[config.mk]
export PLATFORM = sky130hd
export DESIGN_NAME = sector_wr_seq
export DESIGN_NICKNAME = d
export VERILOG_FILES = /design/src/rtl/swseq_pkg.sv /design/src/rtl/swseq_shadow.sv /design/src/rtl/swseq_cnt.sv /design/src/rtl/sector_wr_seq.sv
export SDC_FILE = /design/constraint.sdc
export NUM_CORES = 1
export LEC_CHECK = 0
export BUFFER_PORTS_ARGS = -buffer_cell sky130_fd_sc_hd__buf_2
export CAP_MARGIN = 30
export CORE_UTILIZATION = 50
export DETAILED_ROUTE_END_ITERATION = 6
export PLACE_DENSITY_LB_ADDON = 0.3
export SLEW_MARGIN = 20
export SYNTH_ARGS = -nofsm -noshare
export SYNTH_HDL_FRONTEND = slang
export SYNTH_SLANG_ARGS = --single-unit
[constraint.sdc]
create_clock -name clk -period 1.9 [get_ports clk]
set_input_delay 0.38 -clock clk [delete_from_list [all_inputs] [get_ports clk]]
set_output_delay 0.38 -clock clk [all_outputs]
set_load 0.05 [all_outputs]
[src/rtl/swseq_pkg.sv]
package swseq_pkg;
   localparam int ADDR_W = 7;
   localparam int LBA_W  = 28;

   localparam logic [ADDR_W-1:0] A_LBA0 = 7'h10;
   localparam logic [ADDR_W-1:0] A_CNT  = 7'h14;
   localparam logic [ADDR_W-1:0] A_CMD  = 7'h15;
   localparam logic [ADDR_W-1:0] A_CTRL = 7'h18;
   localparam logic [ADDR_W-1:0] A_DLO  = 7'h40;
   localparam logic [ADDR_W-1:0] A_DHI  = 7'h41;

   localparam logic [7:0] CMD_WRITE = 8'h04;
   localparam int CFG_BIT  = 7;
   localparam int LOCK_BIT = 1;

   typedef enum logic [3:0] {
      ST_IDLE, ST_ADR, ST_CNT, ST_CMD, ST_CRS,
      ST_WBUF, ST_DLO, ST_DHI, ST_REL, ST_FIN
   } seq_state_t;
endpackage

[src/rtl/swseq_shadow.sv]
module swseq_shadow
   import swseq_pkg::*;
#(
   parameter logic [7:0] INIT = 8'h0B
) (
   input  logic       clk,
   input  logic       rst_n,
   input  logic       set_cfg,
   input  logic       release_all,
   output logic [7:0] q_set,
   output logic [7:0] q_rel
);
   logic [7:0] shadow_q;
   localparam logic [7:0] CFG_MASK  = 8'(1) << CFG_BIT;
   localparam logic [7:0] LOCK_MASK = 8'(1) << LOCK_BIT;

   assign q_set = shadow_q | CFG_MASK;
   assign q_rel = shadow_q & ~(CFG_MASK | LOCK_MASK);

   always_ff @(posedge clk or negedge rst_n) begin
      if (!rst_n)           shadow_q <= INIT;
      else if (set_cfg)     shadow_q <= q_set;
      else if (release_all) shadow_q <= q_rel;
   end

   AST_SHADOW_ONE_OP: assert property (@(posedge clk) disable iff (!rst_n)
      !(set_cfg && release_all));
   AST_REL_KEEPS_BITS: assert property (@(posedge clk) disable iff (!rst_n)
      release_all |=> ((shadow_q & ~(CFG_MASK | LOCK_MASK)) ==
                       ($past(shadow_q) & ~(CFG_MASK | LOCK_MASK))));
endmodule

[src/rtl/swseq_cnt.sv]
module swseq_cnt #(
   parameter int CNT_W        = 8,
   parameter int SECTOR_WORDS = 256,
   parameter int BUF_WORDS    = 16
) (
   input  logic             clk,
   input  logic             rst_n,
   input  logic             load,
   input  logic [CNT_W-1:0] count,
   input  logic             dec,
   output logic             last_buf,
   output logic             last_all
);
   localparam int  TOT_W   = CNT_W + $clog2(SECTOR_WORDS);
   localparam bit  IS_POW2 = (BUF_WORDS > 1) && ((BUF_WORDS & (BUF_WORDS - 1)) == 0);

   logic [TOT_W-1:0] rem_q;

   always_ff @(posedge clk or negedge rst_n) begin
      if (!rst_n)    rem_q <= '0;
      else if (load) rem_q <= TOT_W'(count) * TOT_W'(SECTOR_WORDS);
      else if (dec)  rem_q <= rem_q - 1'b1;
   end

   assign last_all = (rem_q == TOT_W'(1));

   generate
      if (IS_POW2) begin : g_slice
         localparam int BUF_LOG = $clog2(BUF_WORDS);
         assign last_buf = (rem_q[BUF_LOG-1:0] == BUF_LOG'(1));
      end else begin : g_nested
         localparam int BC_W = $clog2(BUF_WORDS + 1);
         logic [BC_W-1:0] bcnt_q;
         always_ff @(posedge clk or negedge rst_n) begin
            if (!rst_n)                 bcnt_q <= BC_W'(BUF_WORDS);
            else if (load)              bcnt_q <= BC_W'(BUF_WORDS);
            else if (dec && last_buf)   bcnt_q <= BC_W'(BUF_WORDS);
            else if (dec)               bcnt_q <= bcnt_q - 1'b1;
         end
         assign last_buf = (bcnt_q == BC_W'(1));
      end
   endgenerate

   AST_NO_UNDERFLOW: assert property (@(posedge clk) disable iff (!rst_n)
      dec |-> (rem_q != '0));
   AST_LAST_ALL_IS_BUF_END: assert property (@(posedge clk) disable iff (!rst_n)
      (dec && last_all) |-> last_buf);
endmodule

[src/rtl/sector_wr_seq.sv]
module sector_wr_seq
   import swseq_pkg::*;
#(
   parameter int         CNT_W        = 8,
   parameter int         SECTOR_WORDS = 256,
   parameter int         BUF_WORDS    = 16,
   parameter logic [7:0] CTRL_INIT    = 8'h0B
) (
   input  logic              clk,
   input  logic              rst_n,
   input  logic              start_i,
   input  logic [27:0]       lba_i,
   input  logic [CNT_W-1:0]  count_i,
   input  logic [15:0]       word_i,
   input  logic              buf_rdy_i,
   output logic              word_take_o,
   output logic              bus_wr_o,
   output logic [6:0]        bus_addr_o,
   output logic [7:0]        bus_wdata_o,
   output logic              busy_o,
   output logic              done_o
);
   generate
      if (SECTOR_WORDS % BUF_WORDS != 0) begin : g_bad_buf
         $error("SECTOR_WORDS must be a multiple of BUF_WORDS");
      end
      if (CNT_W < 1 || BUF_WORDS < 1) begin : g_bad_width
         $error("CNT_W and BUF_WORDS must be at least 1");
      end
   endgenerate

   seq_state_t        st_q;
   logic [1:0]        idx_q;
   logic [LBA_W-1:0]  lba_q;
   logic [CNT_W-1:0]  cnt_q;
   logic [7:0]        hi_q;
   logic [7:0]        sh_set, sh_rel;
   logic              last_buf, last_all;
   logic              accept, dec_w;

   assign accept      = (st_q == ST_IDLE) && start_i && (count_i != '0);
   assign dec_w       = (st_q == ST_DHI);
   assign word_take_o = (st_q == ST_DLO);

   swseq_cnt #(
      .CNT_W(CNT_W), .SECTOR_WORDS(SECTOR_WORDS), .BUF_WORDS(BUF_WORDS)
   ) cnt_i (
      .clk(clk), .rst_n(rst_n), .load(accept), .count(count_i),
      .dec(dec_w), .last_buf(last_buf), .last_all(last_all)
   );

   swseq_shadow #(.INIT(CTRL_INIT)) shadow_i (
      .clk(clk), .rst_n(rst_n),
      .set_cfg(st_q == ST_CRS), .release_all(st_q == ST_REL),
      .q_set(sh_set), .q_rel(sh_rel)
   );

   always_ff @(posedge clk or negedge rst_n) begin
      if (!rst_n) begin
         st_q        <= ST_IDLE;
         idx_q       <= '0;
         lba_q       <= '0;
         cnt_q       <= '0;
         hi_q        <= '0;
         bus_wr_o    <= 1'b0;
         bus_addr_o  <= '0;
         bus_wdata_o <= '0;
         busy_o      <= 1'b0;
         done_o      <= 1'b0;
      end else begin
         bus_wr_o <= 1'b0;
         done_o   <= 1'b0;
         unique case (st_q)
            ST_IDLE: if (accept) begin
               busy_o <= 1'b1;
               lba_q  <= lba_i;
               cnt_q  <= count_i;
               idx_q  <= '0;
               st_q   <= ST_ADR;
            end
            ST_ADR: begin
               bus_wr_o   <= 1'b1;
               bus_addr_o <= A_LBA0 + ADDR_W'(idx_q);
               unique case (idx_q)
                  2'd0: bus_wdata_o <= lba_q[7:0];
                  2'd1: bus_wdata_o <= lba_q[15:8];
                  2'd2: bus_wdata_o <= lba_q[23:16];
                  default: bus_wdata_o <= {4'h0, lba_q[27:24]};
               endcase
               idx_q <= idx_q + 1'b1;
               if (idx_q == 2'd3) st_q <= ST_CNT;
            end
            ST_CNT: begin
               bus_wr_o    <= 1'b1;
               bus_addr_o  <= A_CNT;
               bus_wdata_o <= 8'(cnt_q);
               st_q        <= ST_CMD;
            end
            ST_CMD: begin
               bus_wr_o    <= 1'b1;
               bus_addr_o  <= A_CMD;
               bus_wdata_o <= CMD_WRITE;
               st_q        <= ST_CRS;
            end
            ST_CRS: begin
               bus_wr_o    <= 1'b1;
               bus_addr_o  <= A_CTRL;
               bus_wdata_o <= sh_set;
               st_q        <= ST_WBUF;
            end
            ST_WBUF: if (buf_rdy_i) st_q <= ST_DLO;
            ST_DLO: begin
               bus_wr_o    <= 1'b1;
               bus_addr_o  <= A_DLO;
               bus_wdata_o <= word_i[7:0];
               hi_q        <= word_i[15:8];
               st_q        <= ST_DHI;
            end
            ST_DHI: begin
               bus_wr_o    <= 1'b1;
               bus_addr_o  <= A_DHI;
               bus_wdata_o <= hi_q;
               if (last_all)      st_q <= ST_REL;
               else if (last_buf) st_q <= ST_WBUF;
               else               st_q <= ST_DLO;
            end
            ST_REL: begin
               bus_wr_o    <= 1'b1;
               bus_addr_o  <= A_CTRL;
               bus_wdata_o <= sh_rel;
               st_q        <= ST_FIN;
            end
            ST_FIN: begin
               busy_o <= 1'b0;
               done_o <= 1'b1;
               st_q   <= ST_IDLE;
            end
            default: st_q <= ST_IDLE;
         endcase
      end
   end

   AST_LBA_TOP_NIBBLE: assert property (@(posedge clk) disable iff (!rst_n)
      (bus_wr_o && bus_addr_o == 7'h13) |-> (bus_wdata_o[7:4] == 4'h0));
   AST_CMD_AFTER_COUNT: assert property (@(posedge clk) disable iff (!rst_n)
      (bus_wr_o && bus_addr_o == A_CMD) |->
      ($past(bus_wr_o && bus_addr_o == A_CNT) && bus_wdata_o == CMD_WRITE));
   AST_CFG_AFTER_CMD: assert property (@(posedge clk) disable iff (!rst_n)
      (bus_wr_o && bus_addr_o == A_CTRL && bus_wdata_o[CFG_BIT]) |->
      $past(bus_wr_o && bus_addr_o == A_CMD));
   AST_HI_AFTER_LO: assert property (@(posedge clk) disable iff (!rst_n)
      (bus_wr_o && bus_addr_o == A_DHI) |-> $past(bus_wr_o && bus_addr_o == A_DLO));
   AST_BURST_GATED: assert property (@(posedge clk) disable iff (!rst_n)
      (st_q == ST_DLO && $past(st_q) == ST_WBUF) |-> $past(buf_rdy_i));
   AST_DONE_AFTER_REL: assert property (@(posedge clk) disable iff (!rst_n)
      done_o |-> ($past(bus_wr_o && bus_addr_o == A_CTRL && !bus_wdata_o[CFG_BIT]
                  && !bus_wdata_o[LOCK_BIT]) && !busy_o));
   AST_WRITE_WHILE_BUSY: assert property (@(posedge clk) disable iff (!rst_n)
      bus_wr_o |-> busy_o);
   AST_DONE_ONE_CYCLE: assert property (@(posedge clk) disable iff (!rst_n)
      done_o |=> !done_o);
endmodule

Word level (Yosys, flattened, before mapping):

Cells that the tools add are included.

* bits in registers: 85
* output and inout bits: 19
* input bits: 56
* word-level logic and storage cells: 67

* mux-type cells: 17
* reduce and logical (&&, ||, !) cells: 17
* add/subtract/negate cells: 3
* bitwise gates (word level): 1
* eq/ne operators: 17

Operators by type and width (count)
* $pmux W8 S7: 1
* $pmux W7 S6: 1
* $pmux W4 S9: 1
* $mux W16: 2
* $pmux W8 S3: 1
* $eq A16 B1 Y1 const B: 1
* $eq A4 B3 Y1 const B: 4
* $mux W4: 4
* $sub A16 B1 Y16 const B: 1
* $eq A4 B1 Y1 const B: 2
* $eq A4 B2 Y1 const B: 2
* $eq A4 B4 Y1 const B: 2
* $reduce_and A2 Y1: 4
* $reduce_bool A8 Y1: 1
* $reduce_bool A7 Y1: 1
* $reduce_or A7 Y1: 1
* $add A5 B2 Y6 const A: 1
* $ne A2 B2 Y1 const B: 3
* $reduce_bool A2 Y1: 3
* $reduce_bool A6 Y1: 1
* $eq A2 B2 Y1 const B: 2
* $logic_not A4 Y1: 1
* $mux W2: 2
* $pmux W2 S2: 1
* 9 further kinds: 12

Depth between registers and ports, before layout:

Gate-level depths: netlist of run 1.

* depth in word-level cells: 5
* depth in mapped cells: 7
* gate-level depth less buffers: 6

Cells and area by module:

A second synthesis of run 1 with hierarchy kept.

* cells, all modules: 419
* area total of the unflattened synthesis: 4589.4 um^2

By module, submodules not included
* sector_wr_seq: area each 3540.9 um^2, sequential area each 1676.6 um^2, times used 1, cells an instance 301
* swseq_cnt: area each 890.9 um^2, sequential area each 400.4 um^2, times used 1, cells an instance 98
* swseq_shadow: area each 157.7 um^2, sequential area each 26.3 um^2, times used 1, cells an instance 20

Worst setup path after synthesis of run 1:

Ideal clock, no wire load.

* kind: register to register
* start point: register st_q[3]
* end point: register hi_q[0]
* path buffers: 2
* required time: 1.775 ns
* setup slack: -0.138 ns
* cell stages (with the launch flop): 6
* setup time: 0.125 ns
* data arrival time: 1.913 ns
* period minus slack after synthesis: 2.038 ns
* path through: dfrtp_1 > buf_6 > clkinv_1 > and3_1 > buf_1 > mux2_2

* word-level cells in the longest chain between the ends: 1

Ends and longest elaborated chain
* from (decl): line sector_wr_seq.sv:32 `seq_state_t st_q;`
* from (signal assigned): line sector_wr_seq.sv:60 `st_q <= ST_IDLE;`
* from (signal assigned): line sector_wr_seq.sv:79 `st_q <= ST_ADR;`
* from (signal assigned): line sector_wr_seq.sv:91 `if (idx_q == 2'd3) st_q <= ST_CNT;`
* $eq A4 B3 Y1
* net word_take_o: line sector_wr_seq.sv:16 `output logic word_take_o,`
* to (signal assigned): line sector_wr_seq.sv:116 `hi_q <= word_i[15:8];`
* to (decl): line sector_wr_seq.sv:36 `logic [7:0] hi_q;`

The timed path passes the listed nets, and every way through them passes these cells.
A chain may end at the register's enable or synchronous reset.

Final worst setup path of run 1:

* start point: register st_q[3]
* end point: register idx_q[0]

* word-level cells in the longest chain between the ends: 5
* elaborated cells on any way between the ends: 8
* those cells by class: 2 x eq/ne; 1 x mux; 5 x reduce/logical

Ends and longest elaborated chain
* $logic_not A4 Y1: line sector_wr_seq.sv:41, sector_wr_seq.sv:73
* $logic_and A1 B1 Y1 (2 in a row): line sector_wr_seq.sv:41 `assign accept = (st_q == ST_IDLE) && start_i && (count_i != '0);`
* $ne A2 B2 Y1 (no line)
* $reduce_and A2 Y1 (no line)
* to (signal assigned): line sector_wr_seq.sv:90 `idx_q <= idx_q + 1'b1;`
* to (decl): line sector_wr_seq.sv:33 `logic [1:0] idx_q;`

Parallel ways exist; a longest one is shown, timed or not.

==> results.yml, run 1 <==
clock_network:
  cts_tree: "done"
  numCtsBuffers: 9
  clock_latency_ns: 0.35
  cts.sinks: 84
  cts_root_buf: "clkbuf_8"
  clk_pin_slew_ns: 0.09
  clk_path_buf_depth: 2
  ctsHtreeMaxLevel: 3
yosys:
  netlist_area_um2: 4179
  yosysUniqueCellTypes: 64
  async_flop_share_pct: 100.0
  ys_warn_count: 0
  syn_inst: 451
  synth.ff_latch_count: 84
  avgSynthCellArea_um2: 9.266
  synth_nets: 513
  synth_top_area_share_pct: 49.70
  yosys-top-cells-count: "nand2_1, dfrtp_1, nor2_1"
  synthTopCellsByArea: "dfrtp_1, nand2_1, mux2_2"
  synth-edff-count: 0
  yosys.area.top_type: "dfrtp_1"
  synth-seq-area-share_pct: 50.33
  synth_top_flop_cell: "dfrtp_1"
  synth.most_common_cell: "nand2_1"
detailed_routing:
  drc: 0
  viasPerCell: 5.863
  drtPass1Iterations: 5
  ant_nets: 0
  drtIter0Drc: 318
  wl_per_cell_um: 16.29
  wirelength_um: 10790
  vias: 3881
finish:
  area_growth_pct: 24.70
  final_net_count: 617
  drive_gt1_share_pct: 28.57
  n_antenna_cell: 0
sta:
  holdWs_ns: 0.2195
  setup_tns_ns: 0
  layout_setup_ws_ns: 0.03575
  fin_crit_ns: 1.864
  period_share_pct: 98.12
  max-slew-margin-rel_pct: 50.91
  worst_slew_pin_slew_ns: 0.7286
  rsz0062_at_grt: "true"
  skew_ns: 0.01027
  hold_viol: 0
  setup_viol: 0
  fmax_mhz: 536.4
  slew_violations: 0
grt:
  antenna_found_initial: 0
  grt_pass1_wl_um: 17440
  grt_usage_pct: 25.84
  grt_pass1_vias: 3777
  grt_max_degree: 34
  overflow: 0
die:
  die_y_um: 93.42
  die-area_um2: 8727
  pin_count: 75
  start_util_pct: 52.98
  rows: 32
  core_um2: 7888
  die_w_um: 93.42
hold_path:
  hp-class: "primary input to register"
worst_setup_path:
  worstSetupEndpointType: "register"
  arrival_ns: 2.09
  cp-start-kind: "register"
  crit_slowest_cell: "or4_4"
  cpPeakStageDelay_ns: 0.59
  worst-path-max-fanout: 33
  crit_chain: "or4_4, a211o_4, buf_12, nand3_1, o21ai_0"
  worstPathRequired_ns: 2.13
  crit_type: "register to register"
pwr:
  ir_drop_mv: 0.9057
  p_leak_nw: 2.500
  pwr_density_cell_nw_per_um2: 1377
placed_design:
  gp_congestion: 0.8948
  portBuffers: 73
  place_ws_ns: -0.04571
  dp_hpwl_um: 7820
run:
  drv_cap: 0
run_status:
  outcome: "completed"
==> stage by stage <==
step / power [mW] / area [µm²] / std cells / util [%]
3_5_place_dp: 5.648 / 4916 / 643 / 62.33
2_1_floorplan: 4.597 / 4189 / 451 / -
3_3_place_gp: 5.541 / 4916 / 643 / 62.33
6_report: 7.176 / 5211 / 662 / 66.07
4_1_cts: 7.130 / 5167 / 660 / 65.51
5_1_grt: 7.583 / 5211 / 662 / 66.07
==> cells by family (layout without fill, tap and decap cells) <==
| group | after synthesis | after routing | share of synthesized area [%] |
|---|---|---|---|
| multiplexers | 14 | 14 | 3.623 |
| other | 1 | 1 | 0.08973 |
| adder cells (fa/ha/maj) | 6 | 6 | 1.796 |
| buffers and inverters | 45 | 154 | 4.790 |
| AND/OR/NAND/NOR | 203 | 203 | 22.10 |
| AO/OA/AOI/OAI | 91 | 91 | 15.81 |
| flip-flops | 84 | 84 | 50.33 |
| XOR/XNOR | 7 | 7 | 1.467 |
==> state kept, by name, summed over array words and instances (netlist names) <==
register	flops
lba_q	28
cnt_i.rem_q	16
bus_wdata_o	8
cnt_q	8
hi_q	8
bus_addr_o	6
st_q	4
idx_q	2
bus_wr_o	1
busy_o	1
done_o	1
shadow_i.shadow_q	1
==> path summary, 6_finish.rpt <==
kind | start | end | slack [ns] | depth (start not counted)
min in group asynchronous | rst_n | lba_q[11]$_DFFE_PN0P_ | 0.49 | 2
worst max-delay path | st_q[3]$_DFFE_PN0P_ | idx_q[0]$_DFFE_PN0P_ | 0.04 | 5
max in group asynchronous | rst_n | hi_q[5]$_DFFE_PN0P_ | 0.77 | 3
worst min-delay path | lba_i[21] | lba_q[21]$_DFFE_PN0P_ | 0.22 | 3
worst min register to register | lba_q[16]$_DFFE_PN0P_ | lba_q[16]$_DFFE_PN0P_ | 0.48 | 2
worst max register to register | st_q[3]$_DFFE_PN0P_ | idx_q[0]$_DFFE_PN0P_ | 0.04 | 5
==> report_power, final <==
part,internal (mW),total [mW],switching [mW],leakage (nW)
Sequential,2.31,2.73,0.426,1.03
Combinational,1.25,3.02,1.77,1.36
Clock,0.784,1.42,0.637,0.108
Total,4.34,7.18,2.83,2.50
==> critical path, delay by kind of cell (launching register included) <==
family                 cells  cell delay (ns)
and+or+nand+nor            2             0.69
AOI/OAI and AO/OA          2             0.47
DFF                        1             0.39
buffers and inverters      1             0.18
==> layout by cell type, fill, tap and decap left out, types with 2 or more instances in the layout <==
master and n:
a21oi_1 17, a222oi_1 10, a22oi_1 4, a31oi_1 2, a32oi_1 2, and4_1 2
buf_12 2, buf_2 71, buf_4 45, buf_6 2, buf_8 2, bufinv_16 2
clkbuf_1 3, clkbuf_8 10, clkinv_1 2, dfrtp_1 83, ha_1 3, ha_2 3
inv_1 13, mux2_2 9, mux2i_1 5, nand2_1 120, nand3_1 18, nand4_1 6
nand4b_1 2, nor2_1 21, nor2b_1 4, nor3_1 8, nor4_1 6, nor4_2 2
o211ai_1 9, o21ai_0 14, o21ai_1 2, o221ai_1 3, o22ai_1 3, o311ai_0 4
o31ai_1 3, or3_1 4, xnor2_1 3, xor2_1 4
==> layout make-up <==
type | instances | area, µm²
Clock buffer | 13 | 148.9
Clock inverter | 3 | 68.82
Fill cell | 658 | 2676
Inverter | 15 | 56.30
Multi-Input combinational cell | 322 | 1911
Sequential cell | 84 | 2103
Tap cell | 102 | 127.6
Timing Repair Buffer | 123 | 795.8
==> repair_timing <==
action,in CTS,in global routing
buffers inserted,0,2
gates resized for setup,7,10
hold endpoints to repair,27,0
pin swaps,1,3
hold buffers,1,0
setup endpoints to repair,5,31
==> layer usage <==
metal  up-vias  share of wire [%]  track usage, %
met2       171                 48           43.32
met4         0                2.1           9.744
met1      1886                 44           33.92
li1       1800                  -               -
met3        24                6.0           3.740
met5         -                  0               0
No activity file was read; power rests on OpenSTA's default activity.
==> inputs of run 2 (changes only) <==
Settings changed: PLACE_DENSITY set to 0.76, PLACE_DENSITY_LB_ADDON 0.3 to unset.
==> run 2 against run 1 <==
  * Global-route usage fell by 0.083 points
  * First-iteration DRC count shrank 5.7%
  * Cell area decreased by 0.17%
  * Worst hold slack got worse by 0.017 ns
  * Highest routed layer unchanged
==> results.yml, run 2 (same netlist as run 1, synthesis figures left out) <==
die:
  die_y_um: 93.42
  die_w_um: 93.42
  rows: 32
  die-area_um2: 8727
  start_util_pct: 52.98
  pin_count: 75
  core_um2: 7888
finish:
  regMostFlops: "lba_q"
  utilization_pct: 65.96
  largest_registers: "lba_q: 28 flops, cnt_i.rem_q: 16 flops"
  fin_cells: 655
  final_common_cell: "nand2_1"
  final_cell_mix: "nand2_1, dfrtp_1, buf_2, buf_4, nor2_1"
  fillers: 629
  area_growth_pct: 24.49
  drive_gt1_share_pct: 28.39
  n_antenna_cell: 0
  final_net_count: 611
  largest_reg_flops: 28
grt:
  grt_max_degree: 39
  grt_pass1_vias: 3699
  grt_pass1_wl_um: 17340
  overflow: 0
  grt_usage_pct: 25.75
  antenna_found_initial: 0
placed_design:
  portBuffers: 73
  gp_congestion: 0.8819
  dp.cells: 636
  dp_hpwl_um: 7470
  place_ws_ns: 0.005077
clock_network:
  ctsHtreeMaxLevel: 3
  cts_tree: "done"
  cts_root_buf: "clkbuf_8"
  cts.sinks: 84
  clk_pin_slew_ns: 0.09
  clk_path_buf_depth: 2
  clock_latency_ns: 0.36
  numCtsBuffers: 9
detailed_routing:
  drtPass1Iterations: 5
  wl_met2_um: 5156
  drc: 0
  viasPerCell: 5.820
  wl_met1_um: 4730
  drtIter0Drc: 300
  vias: 3812
  wirelength_um: 10700
  met3_length_um: 555
  ant_nets: 0
  topRoutingLayerUsed: "met4"
  wl_per_cell_um: 16.34
sta:
  fin_crit_ns: 1.873
  period_share_pct: 98.59
  layout_setup_ws_ns: 0.02681
  hold_viol: 0
  worst_slew_pin_slew_ns: 0.4957
  max-slew-margin-rel_pct: 66.73
  fmax_mhz: 533.8
  slew_violations: 0
  skew_ns: 0.01952
  setup_viol: 0
  rsz0062_at_grt: "true"
run:
  drv_cap: 0
worst_setup_path:
  cp-start-kind: "register"
  timing.rr.end: "bus_wdata_o[7]$_DFFE_PN0P_"
  crit_family: "compound AO/OA/AOI/OAI gates"
  arrival_ns: 2.12
  critPathBufInv: 2
  worst-path-max-fanout: 4
  worstPathRequired_ns: 2.15
  r2r-start: "idx_q[0]$_DFFE_PN0P_"
  cpPeakStageDelay_ns: 0.37
  crit_slowest_cell: "dfrtp_1"
  crit_type: "register to register"
  r2r_slack_ns: 0.03
  worstSetupEndpointType: "register"
  reg2reg_depth: 7
  crit_chain: "inv_1, ha_2, a222oi_1, buf_4, o311ai_0, a21boi_2, o221a_2"
pwr:
  p_leak_nw: 2.488
  ir_drop_mv: 0.9242
  pwr_density_cell_nw_per_um2: 1352
hold_path:
  min_path_cells: 3
  min_from: "lba_i[8]"
  min_to: "lba_q[8]$_DFFE_PN0P_"
  hp-class: "primary input to register"
run_status:
  outcome: "completed"
## run 2: changes by cell type in the layout (fill, tap and decap cells not counted), sizes merged
cell,delta
inv,-1
clkinv,+2
bufinv,-1
buf,-7
## run 2: cell type report
cell class              instances  area, µm²  share of cell area [%]
clock inverters                 3      47.55                  0.9139
multi-input cells             322       1936                   37.21
clock buffers                  12      145.1                   2.790
well taps                     102      127.6                   2.453
flip-flops and latches         84       2105                   40.45
inverters                      15      56.30                   1.082
repair buffers                117      785.8                   15.10
## run 2: worst max-delay path by stage
| stage | from | endpoint | slack [ns] | cells after the start |
|---|---|---|---|---|
| 4_1_cts | st_q[0]$_DFFE_PN0P_ | word_take_o | 0.002 | 4 |
| 3_5_place_dp | st_q[3]$_DFFE_PN0P_ | cnt_i.rem_q[8]$_DFFE_PN0P_ | 0.005 | 5 |
| 2_1_floorplan | st_q[3]$_DFFE_PN0P_ | cnt_i.rem_q[13]$_DFFE_PN0P_ | 0.005 | 7 |
| 5_1_grt | idx_q[0]$_DFFE_PN0P_ | bus_wdata_o[7]$_DFFE_PN0P_ | -0.03 | 7 |
| 6_report | idx_q[0]$_DFFE_PN0P_ | bus_wdata_o[7]$_DFFE_PN0P_ | 0.03 | 7 |
| 3_3_place_gp | st_q[3]$_DFFE_PN0P_ | cnt_i.rem_q[8]$_DFFE_PN0P_ | 0.03 | 5 |
## run 2: stage by stage
step / hold WS [ns] / power (mW) / setup TNS, ns / area (µm²)
2_1_floorplan: 0.08441 / 4.597 / 0 / 4189
3_3_place_gp: 0.3656 / 5.482 / 0 / 4888
3_5_place_dp: 0.3650 / 5.581 / 0 / 4888
4_1_cts: 0.1989 / 6.918 / 0 / 5114
5_1_grt: 0.2079 / 7.453 / -0.03299 / 5202
6_report: 0.2027 / 7.034 / 0 / 5202
## run 2: worst min-delay path, stage by stage
cell and delay (ns):
buf_2 0.08, nand2_1 0.04, nand2_1 0.04
## run 2: power breakdown
part	switching, mW	total [mW]	internal (mW)
combinational	1.76	3.00	1.24
sequential	0.437	2.75	2.31
clock	0.645	1.29	0.643
## run 2: timing repair
action                                  4_1_cts  5_1_grt
endpoints found under the setup margin        4       21
pin swaps                                     0        3
cloned                                        0        1
resized for setup                             6       15
hold buffers                                  1        0
endpoints found under the hold margin        30        0
buffers inserted                              1        1
## run 2: per-layer routing
layer / up-vias / global-route usage (%)
met5: - / 0
met4: 0 / 12.95
met3: 22 / 3.659
met1: 1836 / 34.86
li1: 1802 / -
met2: 152 / 40.50
==> inputs of run 3 (changes only) <==
Settings changed: ABC_CLOCK_PERIOD_IN_PS set to 1900, RECOVER_POWER set to 100.
==> run 3 against run 2 <==
  * Via count up 0.26%
  * Critical path depth unchanged
  * Largest power group unchanged
  * Critical endpoint unchanged
  * Largest cell class unchanged
  * Wire length up 0.64%
==> results.yml, run 3 (same netlist as run 1, synthesis figures left out) <==
grt:
  grt_pass1_vias: 3699
  overflow: 0
  grt_max_degree: 39
  grt_pass1_wl_um: 17340
  grt_usage_pct: 25.75
  antenna_found_initial: 0
detailed_routing:
  ant_nets: 0
  viasPerCell: 5.835
  drtIter0Drc: 335
  wl_per_cell_um: 16.45
  vias: 3822
  drtPass1Iterations: 4
  drc: 0
  wirelength_um: 10770
pwr:
  pwr_density_cell_nw_per_um2: 1356
  finalPower_mw: 6.987
  p_leak_nw: 2.421
  ir_drop_mv: 0.8953
clock_network:
  clock_latency_ns: 0.36
  ctsHtreeMaxLevel: 3
  cts.sinks: 84
  numCtsBuffers: 9
  clk_pin_slew_ns: 0.09
  clk_path_buf_depth: 2
  cts_root_buf: "clkbuf_8"
  cts_tree: "done"
hold_path:
  min_to: "lba_q[8]$_DFFE_PN0P_"
  min_from: "lba_i[8]"
  min_path_cells: 3
  hp-class: "primary input to register"
die:
  die_y_um: 93.42
  start_util_pct: 52.98
  die-area_um2: 8727
  core_um2: 7888
  rows: 32
  die_w_um: 93.42
  pin_count: 75
sta:
  fin_crit_ns: 1.868
  skew_ns: 0.01801
  fmax_mhz: 535.3
  slew_violations: 0
  rsz0062_at_grt: "true"
  hold_viol: 0
  max-slew-margin-rel_pct: 38.52
  worst_slew_pin_slew_ns: 0.9223
  period_share_pct: 98.33
  holdWs_ns: 0.2016
  setup_viol: 0
  setup_tns_ns: 0
worst_setup_path:
  worstPathRequired_ns: 2.15
  timing.rr.end: "bus_wdata_o[7]$_DFFE_PN0P_"
  worstSetupEndpointType: "register"
  critPathBufInv: 2
  worst-path-max-fanout: 4
  crit_chain: "inv_1, ha_2, a222oi_1, buf_4, o311ai_0, a21boi_2, o221a_2"
  crit_type: "register to register"
  crit_slowest_cell: "dfrtp_1"
  r2r_slack_ns: 0.03
  r2r-start: "idx_q[0]$_DFFE_PN0P_"
  worst-path-stages: 7
  cp-start-kind: "register"
  crit_family: "compound AO/OA/AOI/OAI gates"
  cpPeakStageDelay_ns: 0.37
  reg2reg_depth: 7
  arrival_ns: 2.12
placed_design:
  portBuffers: 73
  dp.cells: 636
  gp_congestion: 0.8819
  dp_hpwl_um: 7470
finish:
  utilization_pct: 65.32
  drive_gt1_share_pct: 24.95
  largest_reg_flops: 28
  n_antenna_cell: 0
  final_net_count: 611
  fillers: 641
  final_common_cell: "nand2_1"
  regMostFlops: "lba_q"
  final_cell_mix: "nand2_1, dfrtp_1, buf_2, buf_4"
  fin_cells: 655
  area_growth_pct: 23.29
  largest_registers: "lba_q: 28 flops, cnt_i.rem_q: 16 flops"
run:
  drv_cap: 0
run_status:
  outcome: "completed"
==> run 3: cell types whose count changed in the layout (fill, tap and decap cells not counted), moves of 2 or more <==
| cell | delta |
|---|---|
| clkbuf_4 | +2 |
| buf_4 | -9 |
| clkbuf_1 | +19 |
| clkbuf_2 | +3 |
| buf_2 | -15 |
==> run 3: area by class of cell <==
cell class / count / area (µm²) / share of cell area [%]
Timing Repair Buffer: 117 / 735.7 / 14.28
Tap cell: 102 / 127.6 / 2.477
Multi-Input combinational cell: 322 / 1936 / 37.57
Clock buffer: 12 / 145.1 / 2.817
Clock inverter: 3 / 47.55 / 0.9228
Sequential cell: 84 / 2105 / 40.85
Inverter: 15 / 56.30 / 1.093
==> run 3: power breakdown <==
part / switching (mW) / leakage (nW) / total (mW) / internal [mW]
Clock: 0.650 / 0.0966 / 1.29 / 0.643
Combinational: 1.77 / 1.30 / 2.95 / 1.18
Sequential: 0.439 / 1.03 / 2.75 / 2.31
Total: 2.86 / 2.42 / 6.99 / 4.13
==> run 3: worst register-to-register path, stage by stage, from the launching register on <==
cell	delay, ns
dfrtp_1	0.37
inv_1	0.12
ha_2	0.24
a222oi_1	0.33
buf_4	0.17
o311ai_0	0.09
a21boi_2	0.18
o221a_2	0.25
==> run 3: worst max path at each step <==
stage	start	to	slack, ns
6_report	idx_q[0]$_DFFE_PN0P_	bus_wdata_o[7]$_DFFE_PN0P_	0.03
5_1_grt	st_q[3]$_DFFE_PN0P_	lba_q[26]$_DFFE_PN0P_	-0.03
4_1_cts	st_q[0]$_DFFE_PN0P_	word_take_o	0.002
3_5_place_dp	st_q[3]$_DFFE_PN0P_	cnt_i.rem_q[8]$_DFFE_PN0P_	0.005
3_3_place_gp	st_q[3]$_DFFE_PN0P_	cnt_i.rem_q[8]$_DFFE_PN0P_	0.03
2_1_floorplan	st_q[3]$_DFFE_PN0P_	cnt_i.rem_q[13]$_DFFE_PN0P_	0.005
==> run 3: routing by layer <==
layer	vias to the layer above	GRT usage, %	wire (µm)
li1	1802	-	-
met5	-	0	0
met1	1828	34.86	4676
met2	172	40.50	5166
met3	20	3.659	682
met4	0	12.95	246
==> run 3: metrics by stage <==
stage / cell area [µm²] / setup WS [ns]
global placement: 4888 / 0.02760
detailed placement: 4888 / 0.005077
floorplan: 4189 / 0.005134
finish: 5152 / 0.03177
CTS: 5114 / 0.002404
global route: 5152 / -0.03273
==> run 3: what timing repair did <==
item                                   in CTS  in global routing
gates cloned                                0                  1
buffers inserted                            1                  1
endpoints found under the hold margin      30                  0
hold buffers                                1                  0
pin swaps                                   0                  3
resized for setup                           6                 15
setup endpoints to repair                   4                 21
